===== src/rtl/ext_xlate_pkg.sv =====
package ext_xlate_pkg;
  typedef enum logic [1:0] {
    ACC_FETCH = 2'd0,
    ACC_PMD   = 2'd1,
    ACC_DMD   = 2'd2,
    ACC_IO    = 2'd3
  } acc_kind_t;

  typedef struct packed {
    logic on_chip;
    logic boot_rom;
    logic off_chip;
  } region_t;
endpackage


===== src/rtl/ext_region_decode.sv =====
module ext_region_decode
  import ext_xlate_pkg::*;
#(
  parameter int LADDR_W = 24,
  parameter int PAGE_OFS_W = 16,
  parameter int NBANK = 4,
  parameter logic [LADDR_W-1:0] OVR_LIMIT = 24'hEFFFFF
) (
  input  logic [LADDR_W-1:0] laddr,
  input  acc_kind_t          kind,
  input  logic [2:0]         ovr,
  output region_t            region,
  output logic [NBANK-1:0]   bank_sel,
  output logic               boot_sel
);
  localparam int PAGE_W = LADDR_W - PAGE_OFS_W;
  localparam int BSEL_W = $clog2(NBANK);
  localparam logic [PAGE_W-1:0] TOP_PAGE = '1;
  localparam logic [LADDR_W-1:0] OVR_BASE = LADDR_W'(1) << PAGE_OFS_W;

  logic [PAGE_W-1:0] page;
  logic [BSEL_W-1:0] bsel;
  logic kind_ovr, in_ovr_range;

  assign page = laddr[LADDR_W-1 -: PAGE_W];
  assign bsel = laddr[LADDR_W-1 -: BSEL_W];

  always_comb begin
    region = '0;
    if (kind != ACC_IO) begin
      if (page == '0)           region.on_chip  = 1'b1;
      else if (page == TOP_PAGE) region.boot_rom = 1'b1;
      else                      region.off_chip = 1'b1;
    end
  end

  always_comb begin
    unique case (kind)
      ACC_FETCH: kind_ovr = ovr[0];
      ACC_PMD:   kind_ovr = ovr[1];
      ACC_DMD:   kind_ovr = ovr[2];
      default:   kind_ovr = 1'b0;
    endcase
  end

  assign in_ovr_range = (laddr >= OVR_BASE) && (laddr <= OVR_LIMIT);
  assign boot_sel = region.off_chip && kind_ovr && in_ovr_range;

  for (genvar b = 0; b < NBANK; b++) begin : g_bank
    assign bank_sel[b] = region.off_chip && !boot_sel && (bsel == BSEL_W'(b));
  end
endmodule


===== src/rtl/ext_addr_scale.sv =====
module ext_addr_scale
  import ext_xlate_pkg::*;
#(
  parameter int LADDR_W = 24,
  parameter int PADDR_W = 22
) (
  input  logic [LADDR_W-1:0] laddr,
  input  acc_kind_t          kind,
  input  logic               wide24,
  input  logic               bus8,
  input  logic               dfmt24,
  input  logic               enable,
  output logic [PADDR_W-1:0] paddr
);
  logic eff24;
  logic [1:0] shamt;

  // data moves may be promoted to the 24-bit factor; fetches never are
  assign eff24 = wide24 || (dfmt24 && (kind == ACC_PMD || kind == ACC_DMD));

  always_comb begin
    unique case ({bus8, eff24})
      2'b00:   shamt = 2'd0;
      2'b01:   shamt = 2'd1;
      2'b10:   shamt = 2'd1;
      default: shamt = 2'd2;
    endcase
  end

  assign paddr = enable ? PADDR_W'(laddr << shamt) : '0;
endmodule


===== src/rtl/ext_strobe_hold.sv =====
module ext_strobe_hold
  import ext_xlate_pkg::*;
#(
  parameter int NBANK = 4,
  parameter int PADDR_W = 22
) (
  input  logic               clk,
  input  logic               rst_n,
  input  logic               load,
  input  logic               done,
  input  logic [NBANK-1:0]   bank_sel,
  input  logic               boot_sel,
  input  region_t            region_d,
  input  logic [PADDR_W-1:0] paddr_d,
  output logic               busy,
  output logic [NBANK-1:0]   bank_n,
  output logic               boot_n,
  output region_t            region_q,
  output logic [PADDR_W-1:0] paddr_q
);
  always_ff @(posedge clk or negedge rst_n) begin
    if (!rst_n) begin
      busy     <= 1'b0;
      bank_n   <= '1;
      boot_n   <= 1'b1;
      region_q <= '0;
      paddr_q  <= '0;
    end else if (load) begin
      busy     <= 1'b1;
      bank_n   <= ~bank_sel;
      boot_n   <= ~boot_sel;
      region_q <= region_d;
      paddr_q  <= paddr_d;
    end else if (busy && done) begin
      busy     <= 1'b0;
      bank_n   <= '1;
      boot_n   <= 1'b1;
      region_q <= '0;
      paddr_q  <= '0;
    end
  end

  // an access in flight keeps its strobes and address
  p_hold_stable_r10: assert property (@(posedge clk) disable iff (!rst_n)
    busy && !done |=> $stable({bank_n, boot_n, paddr_q, region_q}));

  // release one cycle after done
  p_release_r10: assert property (@(posedge clk) disable iff (!rst_n)
    busy && done |=> (&bank_n) && boot_n && !busy);
endmodule


===== src/rtl/ext_strobe_xlate.sv =====
module ext_strobe_xlate
  import ext_xlate_pkg::*;
#(
  parameter int LADDR_W = 24,
  parameter int PADDR_W = 22,
  parameter int NBANK = 4
) (
  input  logic               clk_i,
  input  logic               rst_ni,
  input  logic               req_valid_i,
  output logic               req_ready_o,
  input  logic [LADDR_W-1:0] laddr_i,
  input  logic [1:0]         acc_i,
  input  logic               wide24_i,
  input  logic               bus8_i,
  input  logic               dfmt24_i,
  input  logic [2:0]         bootovr_i,
  input  logic               done_i,
  output logic [NBANK-1:0]   bank_stb_no,
  output logic               boot_stb_no,
  output logic [PADDR_W-1:0] paddr_o,
  output logic               on_chip_o,
  output logic               boot_rom_o,
  output logic               off_chip_o
);
  acc_kind_t          kind;
  region_t            region_d, region_q;
  logic [NBANK-1:0]   bank_sel;
  logic               boot_sel, busy, load;
  logic [PADDR_W-1:0] paddr_d;

  assign kind        = acc_kind_t'(acc_i);
  assign req_ready_o = !busy;
  assign load        = req_valid_i && !busy;

  ext_region_decode #(.LADDR_W(LADDR_W), .NBANK(NBANK)) u_dec (
    .laddr(laddr_i), .kind(kind), .ovr(bootovr_i),
    .region(region_d), .bank_sel(bank_sel), .boot_sel(boot_sel)
  );

  ext_addr_scale #(.LADDR_W(LADDR_W), .PADDR_W(PADDR_W)) u_scale (
    .laddr(laddr_i), .kind(kind), .wide24(wide24_i), .bus8(bus8_i),
    .dfmt24(dfmt24_i), .enable(region_d.off_chip), .paddr(paddr_d)
  );

  ext_strobe_hold #(.NBANK(NBANK), .PADDR_W(PADDR_W)) u_hold (
    .clk(clk_i), .rst_n(rst_ni), .load(load), .done(done_i),
    .bank_sel(bank_sel), .boot_sel(boot_sel), .region_d(region_d),
    .paddr_d(paddr_d), .busy(busy), .bank_n(bank_stb_no),
    .boot_n(boot_stb_no), .region_q(region_q), .paddr_q(paddr_o)
  );

  assign on_chip_o  = region_q.on_chip;
  assign boot_rom_o = region_q.boot_rom;
  assign off_chip_o = region_q.off_chip;

  // never two strobes at once
  p_one_strobe_r11: assert property (@(posedge clk_i) disable iff (!rst_ni)
    $onehot0(~{boot_stb_no, bank_stb_no}));

  // R8 (and R1, R2): no off-chip region, no strobe
  p_quiet_unless_off_r8: assert property (@(posedge clk_i) disable iff (!rst_ni)
    !off_chip_o |-> (&bank_stb_no) && boot_stb_no);

  // internal pages carry a zero address
  p_zero_addr_r1: assert property (@(posedge clk_i) disable iff (!rst_ni)
    (on_chip_o || boot_rom_o) |-> paddr_o == '0);

  // acceptance closes the handshake for the next cycle
  p_accept_r9: assert property (@(posedge clk_i) disable iff (!rst_ni)
    req_valid_i && req_ready_o |=> !req_ready_o);

  // an off-chip access asserts exactly one strobe
  p_off_strobes_r3: assert property (@(posedge clk_i) disable iff (!rst_ni)
    off_chip_o |-> $countones(~{boot_stb_no, bank_stb_no}) == 1);
endmodule


===== config.mk =====
export PLATFORM = sky130hd
export DESIGN_NAME = ext_strobe_xlate
export DESIGN_NICKNAME = d
export VERILOG_FILES = /design/src/rtl/ext_xlate_pkg.sv /design/src/rtl/ext_region_decode.sv /design/src/rtl/ext_addr_scale.sv /design/src/rtl/ext_strobe_hold.sv /design/src/rtl/ext_strobe_xlate.sv
export SDC_FILE = /design/constraint.sdc
export NUM_CORES = 1
export LEC_CHECK = 0
export ABC_AREA = 0
export BUFFER_PORTS_ARGS = -buffer_cell sky130_fd_sc_hd__buf_4
export CAP_MARGIN = 10
export CORE_ASPECT_RATIO = 1.4
export CORE_MARGIN = 2
export CORE_UTILIZATION = 35
export CTS_BUF_LIST = sky130_fd_sc_hd__clkbuf_16
export DETAILED_ROUTE_END_ITERATION = 16
export PLACE_DENSITY = 0.65
export SLEW_MARGIN = 20
export SYNTH_ARGS = -nofsm -noshare
export SYNTH_HDL_FRONTEND = slang
export SYNTH_SLANG_ARGS = --single-unit

===== constraint.sdc =====
create_clock -name clk_i -period 1.7 [get_ports clk_i]
set_input_delay 0.17 -clock clk_i [delete_from_list [all_inputs] [get_ports clk_i]]
set_output_delay 0.17 -clock clk_i [all_outputs]
set_load 0.005 [all_outputs]

==> flow_summary.ini <==
[outcome]
status = complete, but fails checks
violations = negative setup slack

[placement]
dpl-instance-area_um2 = 2490
dp_hpwl_um = 3240
gp_congestion = 0.760
port_buffers = 66

[logic_synthesis]
syn_area_per_cell_um2 = 14.2
yosysUniqueCellTypes = 33
yosysSeqAreaShare = 0.418
synth_seq_cells = 31
ys.warnings.count = 0
syn-cell-area_um2 = 1870
netlist_instances = 132
synthesis.nets = 173

[layout]
n_antenna_cell = 0
nets = 253
area_delta_synth_final_pct = 48.0
final_area_um2 = 2770
final_cell_mix = buf_4, dfrtp_1, a22o_1
final_layout_size_suffix_gt1_frac = 0.573
layout_commonest_cell = buf_4

[sta]
rsz0062_at_grt = true
finalMaxSlewViolations = 0
max_freq_mhz = 580
min_period_ns = 1.72
period_share = 1.01
slew_headroom = 0.716
worst_slack_ns = -0.0228
max_slew.worst_pin.slew_ns = 0.426
skew_ns = 0.00356
hold_viol_final = 0
setup_viol = 1
fin_tns_setup_ns = -0.0228

[floorplan]
dieHeight_um = 90.5
io_pins = 67
die_w_um = 65.8
dieArea_um2 = 5950
coreArea_um2 = 5160
initial_core_util = 0.362
num_rows = 31

[routing]
drc = 0
wl_per_cell_um = 15.7
dr.pass1.iters = 4
viasPerCell = 5.26
wl_um = 4370
vias = 1468
drt-initial-drc-count = 42
antenna_left = 0

[clocking]
clockBufferDepth = 2
cts_root_buf = clkbuf_16
htree_levels = 2
clk_transition_reported_paths_ns = 0.05
clock_latency_ns = 0.27
tritoncts = done
clkSinkCount = 31
cts_buffers = 5

[setup_path]
worstSetupStartpointType = input port
cp_data_arrival_time_ns = 1.88
crit_chain = buf_12 -> inv_12 -> ha_4 -> a21o_1 -> ha_4 -> buf_12 -> mux4_2 -> a22o_1
timing.rr.start = u_hold.busy
critical_path_class = input port to register
max_stage_delay_ns = 0.51
regToRegSetupSlack_ns = 0.22
r2r_end = u_hold.paddr_q[3]
slowest_stage = mux4_2
r2r_cells = 4
critical_path.max_fanout = 6
required_ns = 1.86
worstSetupEndpointType = register

[job]
cap_violations = 0

[power_and_ir_drop]
total_power_mw = 2.66
ir_worst_vdd_uv = 397
total_leakage_power_nw = 1.27
powerDensity_nw_per_um2 = 962

[min_path]
worstHoldStart = req_valid_i
holdPathEnd = u_hold.busy
hp-class = input port to register
whs_path_depth = 2

[global_route]
grt_overflow_total = 0
grt_pass1_vias = 1521
antenna_found_initial = 0
grt_pass1_wl_um = 7320
grt_usage = 0.162
grt_max_degree = 32
-- cell usage after synthesis, drive strengths merged --
| master | number | area (um^2) |
|---|---|---|
| a21o | 2 | 15.0 |
| nand2 | 4 | 15.0 |
| a32o | 3 | 30.0 |
| o2111ai | 1 | 8.76 |
| nand2b | 1 | 6.26 |
| inv | 5 | 18.8 |
| nor2 | 6 | 22.5 |
| a211oi | 1 | 12.5 |
| mux2i | 2 | 20.0 |
| mux4 | 18 | 424 |
| nor3 | 1 | 5.00 |
| buf | 8 | 72.6 |
| a222oi | 1 | 10.0 |
| ha | 5 | 62.6 |
| nand3b | 1 | 7.51 |
| o32a | 4 | 40.0 |
| nand4 | 2 | 12.5 |
| a21oi | 3 | 15.0 |
| o21ai | 1 | 5.00 |
| or2 | 1 | 6.26 |
| a22o | 21 | 186 |
| and2 | 1 | 8.76 |
| dfrtp | 26 | 651 |
| nor2b | 2 | 12.5 |
| dfstp | 5 | 131 |
| o21a | 1 | 7.51 |
| nor4 | 2 | 42.5 |
| a211o | 1 | 8.76 |
| clkbuf | 3 | 11.3 |
-- state kept, by name, summed over array words and instances, names as in the netlist --
| register | cells |
|---|---|
| u_hold.boot_n | 1 |
| u_hold.busy | 1 |
| u_hold.bank_n | 4 |
| u_hold.region_q | 3 |
| u_hold.paddr_q | 22 |
-- stage by stage --
step,worst slack (ns),hold WS (ns),util,cells
4_1_cts,-0.0329,0.132,0.532,277
5_1_grt,-0.0729,0.150,0.536,279
2_1_floorplan,-0.208,-0.126,-,132
3_5_place_dp,-0.401,0.125,0.482,265
3_3_place_gp,-0.376,0.119,0.482,265
6_report,-0.0228,0.133,0.536,279
-- logic make-up (layout without fill, tap and decap cells) --
group | after synthesis | count (layout) | share of synthesized area
muxes | 20 | 20 | 0.238
buffers and inverters | 16 | 97 | 0.0549
AOI/OAI and AO/OA | 39 | 39 | 0.181
DFF | 31 | 31 | 0.418
adders and majority gates | 5 | 5 | 0.0335
and+or+nand+nor | 21 | 21 | 0.0743
-- layout make-up --
cell class / count / area (um^2)
Timing Repair Buffer: 84 / 702
Multi-Input combinational cell: 85 / 1000
Inverter: 5 / 33.8
Sequential cell: 31 / 782
Tap cell: 66 / 82.6
Clock inverter: 3 / 38.8
Clock buffer: 5 / 125
Fill cell: 469 / 2390
-- layer usage --
metal | up-vias | GRT usage | share of wire
met4 | 0 | 0.0799 | 0.024
li1 | 704 | - | -
met5 | - | 0 | 0
met3 | 9 | 0.0312 | 0.046
met1 | 713 | 0.203 | 0.40
met2 | 42 | 0.261 | 0.53
-- worst max-delay path by stage --
stage	from	to	slack, ns
final	acc_i[1]	u_hold.paddr_q[8]	-0.02
after global routing	acc_i[1]	u_hold.paddr_q[8]	-0.07
after CTS	acc_i[1]	u_hold.paddr_q[8]	-0.03
after detailed placement	acc_i[1]	u_hold.paddr_q[8]	-0.40
after global placement	acc_i[1]	u_hold.paddr_q[8]	-0.38
after floorplan	acc_i[1]	u_hold.paddr_q[20]	-0.21
-- critical path, delay by kind of cell --
kind / cells / cell delay (ns)
buffers and inverters: 3 / 0.29
AOI/OAI and AO/OA: 2 / 0.37
adders and majority gates: 2 / 0.53
muxes: 1 / 0.51
-- what timing repair did --
| item | 4_1_cts | 5_1_grt |
|---|---|---|
| endpoints found under the setup margin | 14 | 14 |
| setup buffers | 1 | 2 |
| pin swaps | 3 | 1 |
| cloned | 2 | 0 |
| hold endpoints to repair | 26 | 0 |
| resized for setup | 6 | 1 |
| hold buffers | 1 | 0 |
-- power by group --
part	total, mW	leakage, nW	internal [mW]	switching, mW
Combinational	0.761	0.796	0.472	0.289
Sequential	0.917	0.397	0.850	0.0674
Clock	0.982	0.0812	0.681	0.301
Total	2.66	1.27	2.00	0.657
No activity file was read; power rests on OpenSTA's default activity.
